<file path="src/rtl/tt_pkg.sv">
package tt_pkg;
  localparam int WORD_W  = 32;
  localparam int NBYTES  = WORD_W / 8;
  localparam int NTIMERS = 2;

  typedef logic [WORD_W-1:0] word_t;

  localparam int OFS_ONESHOT_CTRL = 32;
  localparam int OFS_ONESHOT_LEFT = 36;
  localparam int OFS_PERIOD_CTRL  = 40;
  localparam int OFS_PERIOD_LEFT  = 44;

  // Reverse byte order between the bus lanes and the numeric value.
  function automatic word_t lane_swap(input word_t w);
    word_t r;
    for (int b = 0; b < NBYTES; b++) begin
      r[8*b +: 8] = w[8*(NBYTES-1-b) +: 8];
    end
    return r;
  endfunction
endpackage

</file>
<file path="src/rtl/tt_rst_sync.sv">
module tt_rst_sync (
  input  logic clk,
  input  logic rst_n,
  output logic rst_sync_n
);
  logic stage_q;

  always_ff @(posedge clk or negedge rst_n) begin
    if (!rst_n) begin
      stage_q    <= 1'b0;
      rst_sync_n <= 1'b0;
    end else begin
      stage_q    <= 1'b1;
      rst_sync_n <= stage_q;
    end
  end
endmodule

</file>
<file path="src/rtl/tt_counter.sv">
module tt_counter
  import tt_pkg::*;
#(
  parameter bit PERIODIC = 1'b0
) (
  input  logic  clk,
  input  logic  rst_n,
  input  logic  tick_en,
  input  logic  ld_en,
  input  word_t ld_val,
  output word_t period_o,
  output word_t remain_o,
  output logic  expire_o
);
  word_t period_q, period_d;
  word_t remain_q, remain_d;
  logic  pulse_q, pulse_d;
  logic  armed;

  assign armed = (period_q != '0);

  always_comb begin
    period_d = period_q;
    remain_d = remain_q;
    pulse_d  = 1'b0;
    if (ld_en) begin
      period_d = ld_val;
      remain_d = ld_val;
    end else if (tick_en && armed) begin
      if (remain_q == word_t'(1)) begin
        pulse_d = 1'b1;
        if (PERIODIC) begin
          remain_d = period_q;
        end else begin
          period_d = '0;
          remain_d = '0;
        end
      end else begin
        remain_d = remain_q - word_t'(1);
      end
    end
  end

  always_ff @(posedge clk or negedge rst_n) begin
    if (!rst_n) begin
      period_q <= '0;
      remain_q <= '0;
      pulse_q  <= 1'b0;
    end else begin
      period_q <= period_d;
      remain_q <= remain_d;
      pulse_q  <= pulse_d;
    end
  end

  assign period_o = period_q;
  assign remain_o = remain_q;
  assign expire_o = pulse_q;

  AST_LOAD_RESTARTS: assert property (@(posedge clk) disable iff (!rst_n)
    ld_en |=> (period_q == $past(ld_val)) && (remain_q == $past(ld_val)) && !pulse_q);
  AST_EXPIRE_CAUSE: assert property (@(posedge clk) disable iff (!rst_n)
    pulse_q |-> $past(tick_en) && !$past(ld_en) && ($past(remain_q) == word_t'(1)));
  AST_HOLD_WITHOUT_TICK: assert property (@(posedge clk) disable iff (!rst_n)
    (!tick_en && !ld_en) |=> $stable(remain_q) && $stable(period_q));
  AST_IDLE_IS_ZERO: assert property (@(posedge clk) disable iff (!rst_n)
    (period_q == '0) |-> (remain_q == '0));

  generate
    if (PERIODIC) begin : g_reload_chk
      AST_PERIOD_RELOAD: assert property (@(posedge clk) disable iff (!rst_n)
        pulse_q |-> (remain_q == period_q) && (period_q != '0));
    end else begin : g_clear_chk
      AST_ONESHOT_CLEARS: assert property (@(posedge clk) disable iff (!rst_n)
        pulse_q |-> (period_q == '0) && (remain_q == '0));
    end
  endgenerate
endmodule

</file>
<file path="src/rtl/tt_regif.sv">
module tt_regif
  import tt_pkg::*;
#(
  parameter int ADDR_W = 6
) (
  input  logic              req_valid,
  input  logic              req_write,
  input  logic [ADDR_W-1:0] req_offset,
  input  logic [2:0]        req_size,
  input  word_t             req_wdata,
  input  word_t             period_i [NTIMERS],
  input  word_t             remain_i [NTIMERS],
  output logic [NTIMERS-1:0] ld_en,
  output word_t             ld_val,
  output word_t             rsp_rdata,
  output logic              rsp_err
);
  logic hit;
  logic size_ok;
  logic sel_timer;
  logic sel_left;
  word_t value;

  assign hit = (int'(req_offset) == OFS_ONESHOT_CTRL) || (int'(req_offset) == OFS_ONESHOT_LEFT) ||
               (int'(req_offset) == OFS_PERIOD_CTRL)  || (int'(req_offset) == OFS_PERIOD_LEFT);
  assign size_ok   = (int'(req_size) == NBYTES);
  assign sel_timer = req_offset[3];
  assign sel_left  = req_offset[2];
  assign ld_val    = lane_swap(req_wdata);
  assign rsp_err   = req_valid && hit && !size_ok;

  generate
    for (genvar g = 0; g < NTIMERS; g++) begin : g_load
      assign ld_en[g] = req_valid && req_write && hit && size_ok && !sel_left &&
                        (sel_timer == g[0]);
    end
  endgenerate

  always_comb begin
    value = sel_left ? remain_i[sel_timer] : period_i[sel_timer];
    rsp_rdata = '0;
    if (req_valid && !req_write && hit && size_ok) begin
      rsp_rdata = lane_swap(value);
    end
  end
endmodule

</file>
<file path="src/rtl/tick_timer_pair.sv">
module tick_timer_pair
  import tt_pkg::*;
#(
  parameter int ADDR_W = 6
) (
  input  logic              clk,
  input  logic              rst_n,
  input  logic              req_valid,
  input  logic              req_write,
  input  logic [ADDR_W-1:0] req_offset,
  input  logic [2:0]        req_size,
  input  logic [31:0]       req_wdata,
  input  logic              tick_en,
  output logic [31:0]       rsp_rdata,
  output logic              rsp_err,
  output logic              cd_expire,
  output logic              pt_expire
);
  logic rst_sync_n;
  logic [NTIMERS-1:0] ld_en;
  word_t ld_val;
  word_t period_w [NTIMERS];
  word_t remain_w [NTIMERS];
  logic [NTIMERS-1:0] expire_w;

  tt_rst_sync u_rst (
    .clk        (clk),
    .rst_n      (rst_n),
    .rst_sync_n (rst_sync_n)
  );

  tt_regif #(.ADDR_W(ADDR_W)) u_regif (
    .req_valid  (req_valid),
    .req_write  (req_write),
    .req_offset (req_offset),
    .req_size   (req_size),
    .req_wdata  (req_wdata),
    .period_i   (period_w),
    .remain_i   (remain_w),
    .ld_en      (ld_en),
    .ld_val     (ld_val),
    .rsp_rdata  (rsp_rdata),
    .rsp_err    (rsp_err)
  );

  generate
    for (genvar g = 0; g < NTIMERS; g++) begin : g_tmr
      tt_counter #(.PERIODIC(g == 1)) u_cnt (
        .clk      (clk),
        .rst_n    (rst_sync_n),
        .tick_en  (tick_en),
        .ld_en    (ld_en[g]),
        .ld_val   (ld_val),
        .period_o (period_w[g]),
        .remain_o (remain_w[g]),
        .expire_o (expire_w[g])
      );
    end
  endgenerate

  assign cd_expire = expire_w[0];
  assign pt_expire = expire_w[1];

  AST_ERR_BLOCKS_LOAD: assert property (@(posedge clk) disable iff (!rst_sync_n)
    rsp_err |-> (ld_en == '0));
  AST_ONE_LOAD_AT_A_TIME: assert property (@(posedge clk) disable iff (!rst_sync_n)
    $onehot0(ld_en));
  AST_NO_PULSE_IN_RESET: assert property (@(posedge clk)
    !rst_sync_n |-> !cd_expire && !pt_expire);
endmodule

</file>
<file path="config.mk">
export PLATFORM = sky130hd
export DESIGN_NAME = tick_timer_pair
export DESIGN_NICKNAME = d
export VERILOG_FILES = /design/src/rtl/tt_pkg.sv /design/src/rtl/tt_rst_sync.sv /design/src/rtl/tt_counter.sv /design/src/rtl/tt_regif.sv /design/src/rtl/tick_timer_pair.sv
export SDC_FILE = /design/constraint.sdc
export NUM_CORES = 1
export LEC_CHECK = 0
export BUFFER_PORTS_ARGS = -buffer_cell sky130_fd_sc_hd__buf_2
export CAP_MARGIN = 20
export CORE_ASPECT_RATIO = 2
export CORE_MARGIN = 2
export CORE_UTILIZATION = 50
export DETAILED_ROUTE_END_ITERATION = 8
export PLACE_DENSITY = 0.69
export SLEW_MARGIN = 5
export SYNTH_ARGS = -nofsm -noshare
export SYNTH_HDL_FRONTEND = slang
export SYNTH_SLANG_ARGS = --single-unit
export TNS_END_PERCENT = 20
</file>
<file path="constraint.sdc">
create_clock -name clk -period 5.2 [get_ports clk]
set_input_delay 1.04 -clock clk [delete_from_list [all_inputs] [get_ports clk]]
set_output_delay 1.04 -clock clk [all_outputs]
set_load 0.005 [all_outputs]
</file>
==> flow_summary_export.csv <==
group,metric,value,unit
status,status,"complete, no violations",
global_routing,grt_start_max_net_pins,54,
routing,ant_nets,0,
power_and_ir_drop,p_sw,1.10,mW
cts,clk_transition_reported_paths,0.06,ns
routing,avgRoutedWirePerCell,22.8,µm
power_and_ir_drop,clkPwrFrac,0.356,
cts,post_cts_resized,0,
routing,vias,7622,
timing,slew_violations,0,
run,maxCapViolations,0,
cts,htreeDepth,4,
timing,setup_tns,0,ns
power_and_ir_drop,p_sw_frac,0.343,
synthesis,ys_seq_area_frac,0.413,
timing,rsz0062_at_grt,"no",
synthesis,synth_area,0.00799,mm²
global_routing,grt_pass1_vias,7299,
placed_design,place_worst_setup_slack,1.30,ns
layout,syn2layout_area_growth,13.9,%
global_routing,antenna_found_initial,0,
timing,worst_hold_slack,0.354,ns
placed_design,place.gp.congestion,0.955,
global_routing,grt_pass1_wl,41300,µm
synthesis,synth.ff_latch_count,132,
synthesis,yosysTopAreaCell,"dfrtp_1",
timing,min_period,3.85,ns
synthesis,synth-edff-count,0,
timing,min_period_over_period,0.741,
synthesis,synth-warning-count,0,
cts,cts_tree,"built",
routing,drt-initial-drc-count,643,
timing,slew_headroom,0.326,
floorplan,io_pins,81,
floorplan,die_h,183,µm
power_and_ir_drop,p_comb_frac,0.216,
timing,setup_viol,0,
setup_path,slowest_delay,0.57,ns
floorplan,num_rows,65,
layout,antenna_cells,0,
synthesis,syn-num-nets,933,
cts,root_buffer,"clkbuf_16",
power_and_ir_drop,leakagePower,4.15,nW
synthesis,synth-async-reset-ratio,1.00,
setup_path,slowest_stage,"buf_2",
layout,finalInstanceArea,0.00910,mm²
routing,routed_wirelength,26400,µm
setup_path,path_cells,"buf_2 > buf_4 > mux4_2 > nor2b_1 > buf_2",
routing,vias_per_cell,6.60,
global_routing,grt_overflow_total,0,
cts,holdBufCountCts,0,
timing,hold_viol,0,
power_and_ir_drop,p_per_area,353,mW/mm²
synthesis,synthTopCellsByArea,"dfrtp_1 (41%), mux4_2 (9.0%), nand2_1 (8.2%)",
timing,max_freq,260,MHz
floorplan,start_util,0.509,
timing,worst_pin_slew,1.01,ns
floorplan,die_area,0.0171,mm²
layout,drive_gt1_frac,0.187,
setup_path,critPathLaunchType,"primary input",
cts,cts-buffers-inserted,17,
placed_design,placed_area,0.00854,mm²
power_and_ir_drop,peakVddDrop,0.000210,V
synthesis,synth_top_area_share,0.413,
global_routing,grt_use_total,0.320,
power_and_ir_drop,p_int,2.11,mW
cts,postCtsSetupBuffers,0,
setup_path,crit_fanout,24,
routing,drc,0,
synthesis,netlist_instances,883,
setup_path,path_class,"in2out",
floorplan,fp.coreArea,0.0157,mm²
synthesis,synth_area_per_cell,9.05,µm²
cts,cts.sinks,132,
setup_path,cp_common_cell,"buf_2",
setup_path,critPathCaptureType,"output port",
floorplan,die_x,93.4,µm
placed_design,post-dp-hpwl,19600,µm
worst_hold_path,hp-class,"reg2reg",
setup_path,arrival,2.81,ns
cts,clockBufferDepth,2,
placed_design,io_buffers,80,
timing,skew,0.0112,ns
routing,drt-pass1-iter-count,5,
setup_path,required,4.16,ns
cts,clk_latency,0.43,ns
layout,finalNetCount,991,
synthesis,ys_types,67,
power_and_ir_drop,seq_power_share,0.427,
timing,fin_ws,1.35,ns
synthesis,synth_ff_type,"dfrtp_1",
## cell families after synthesis
kind of cell               after synthesis  share of synthesized area
AOI/OAI and AO/OA                      208                      0.176
xor gates and xnor gates                 7                    0.00767
adders and majority gates                4                    0.00626
buffers and inverters                   67                     0.0335
DFF                                    132                      0.413
muxes                                   40                      0.101
other                                    1                   0.000469
and+or+nand+nor                        424                      0.262
## per-layer routing
metal  global-route usage  part of all wire  vias to the layer above
li1                     -                 -                     3404
met1                0.410              0.38                     3782
met2                0.540              0.52                      375
met3               0.0427             0.064                       61
met4                0.134             0.035                        0
met5                    0                 0                        -
## final timing paths
kind | startpoint | end | slack [ns] | cells after the start
min reg2reg | u_rst.stage_q$_DFF_PN0_ | u_rst.rst_sync_n$_DFF_PN0_ | 0.35 | 0
max in group asynchronous | u_rst.rst_sync_n$_DFF_PN0_ | g_tmr[0].u_cnt.remain_o[26]$_DFFE_PN0P_ | 3.66 | 1
min in group asynchronous | u_rst.rst_sync_n$_DFF_PN0_ | g_tmr[1].u_cnt.remain_o[3]$_DFFE_PN0P_ | 0.37 | 0
max | req_offset[2] | rsp_rdata[14] | 1.35 | 5
min | u_rst.stage_q$_DFF_PN0_ | u_rst.rst_sync_n$_DFF_PN0_ | 0.35 | 0
max reg2reg | g_tmr[1].u_cnt.remain_o[16]$_DFFE_PN0P_ | g_tmr[1].u_cnt.remain_o[9]$_DFFE_PN0P_ | 1.71 | 6
## worst max-delay path, delay by kind of cell
| kind | cells | cell delay (ns) |
|---|---|---|
| mux | 1 | 0.54 |
| simple gates | 1 | 0.14 |
| buf+inv | 3 | 1.07 |
## through the flow
| step | instances | utilization | total power [mW] |
|---|---|---|---|
| 6_report | 1155 | 0.580 | 3.22 |
| 5_1_grt | 1155 | 0.580 | 3.36 |
| 4_1_cts | 1155 | 0.580 | 3.21 |
| 3_5_place_dp | 1123 | 0.544 | 2.06 |
| 3_3_place_gp | 1123 | 0.544 | 2.05 |
| 2_1_floorplan | 883 | - | 1.82 |
## area by class of cell
cell class	instances	area, µm²
Clock buffer	19	453
Clock inverter	13	110
Fill cell	1403	6590
Inverter	10	37.5
Multi-Input combinational cell	684	4430
Sequential cell	132	3310
Tap cell	201	251
Timing Repair Buffer	96	520
## Yosys cell counts, types with 4 or more instances
| library cell | instances |
|---|---|
| a2bb2oi_1 | 6 |
| nand2_1 | 175 |
| nand4_1 | 14 |
| nor4_1 | 26 |
| dfrtp_1 | 132 |
| mux2i_1 | 5 |
| o31ai_1 | 9 |
| mux4_2 | 32 |
| nand3_1 | 25 |
| nor2b_1 | 34 |
| inv_1 | 10 |
| or3_1 | 11 |
| o21a_1 | 9 |
| clkbuf_1 | 43 |
| xor2_1 | 7 |
| a31oi_1 | 11 |
| o21ai_1 | 7 |
| ha_1 | 4 |
| and4_1 | 5 |
| a22o_1 | 20 |
| buf_1 | 5 |
| buf_2 | 7 |
| nor3_1 | 32 |
| o211ai_1 | 13 |
| a21oi_1 | 32 |
| o21ai_0 | 50 |
| o221ai_1 | 5 |
| nor3b_1 | 4 |
| nor2_1 | 66 |
| a32oi_1 | 6 |
| a22oi_1 | 7 |
| o311ai_0 | 5 |
| a221oi_1 | 5 |
| o31a_1 | 4 |
## power groups by stage
stage | Sequential [mW] | Combinational [mW] | Clock [mW]
after detailed placement | 1.38 | 0.684 | 0
after floorplan | 1.30 | 0.515 | 0
after global placement | 1.38 | 0.673 | 0
final | 1.37 | 0.696 | 1.15
after global routing | 1.39 | 0.764 | 1.20
after CTS | 1.37 | 0.687 | 1.15
## flip-flops by register name, indices dropped and copies added (netlist names)
signal,count
g_tmr.u_cnt.remain_o,64
u_rst.rst_sync_n,1
u_rst.stage_q,1
g_tmr.u_cnt.period_o,64
g_tmr.u_cnt.expire_o,2
## cell usage in the layout (no fill, tap or decap), types with 6 or more instances in the layout
cell type	instances
a21oi_1	31
a22o_1	20
a22oi_1	7
a2bb2oi_1	6
a31oi_1	11
a32oi_1	6
buf_2	80
buf_4	16
clkbuf_16	17
clkinv_2	6
dfrtp_1	131
inv_1	10
mux4_2	32
nand2_1	175
nand3_1	25
nand4_1	14
nor2_1	66
nor2b_1	34
nor3_1	32
nor4_1	26
o211ai_1	13
o21a_1	9
o21ai_0	48
o21ai_1	9
o31ai_1	9
or3_1	11
xor2_1	7
(Power assumes the default switching activity.)
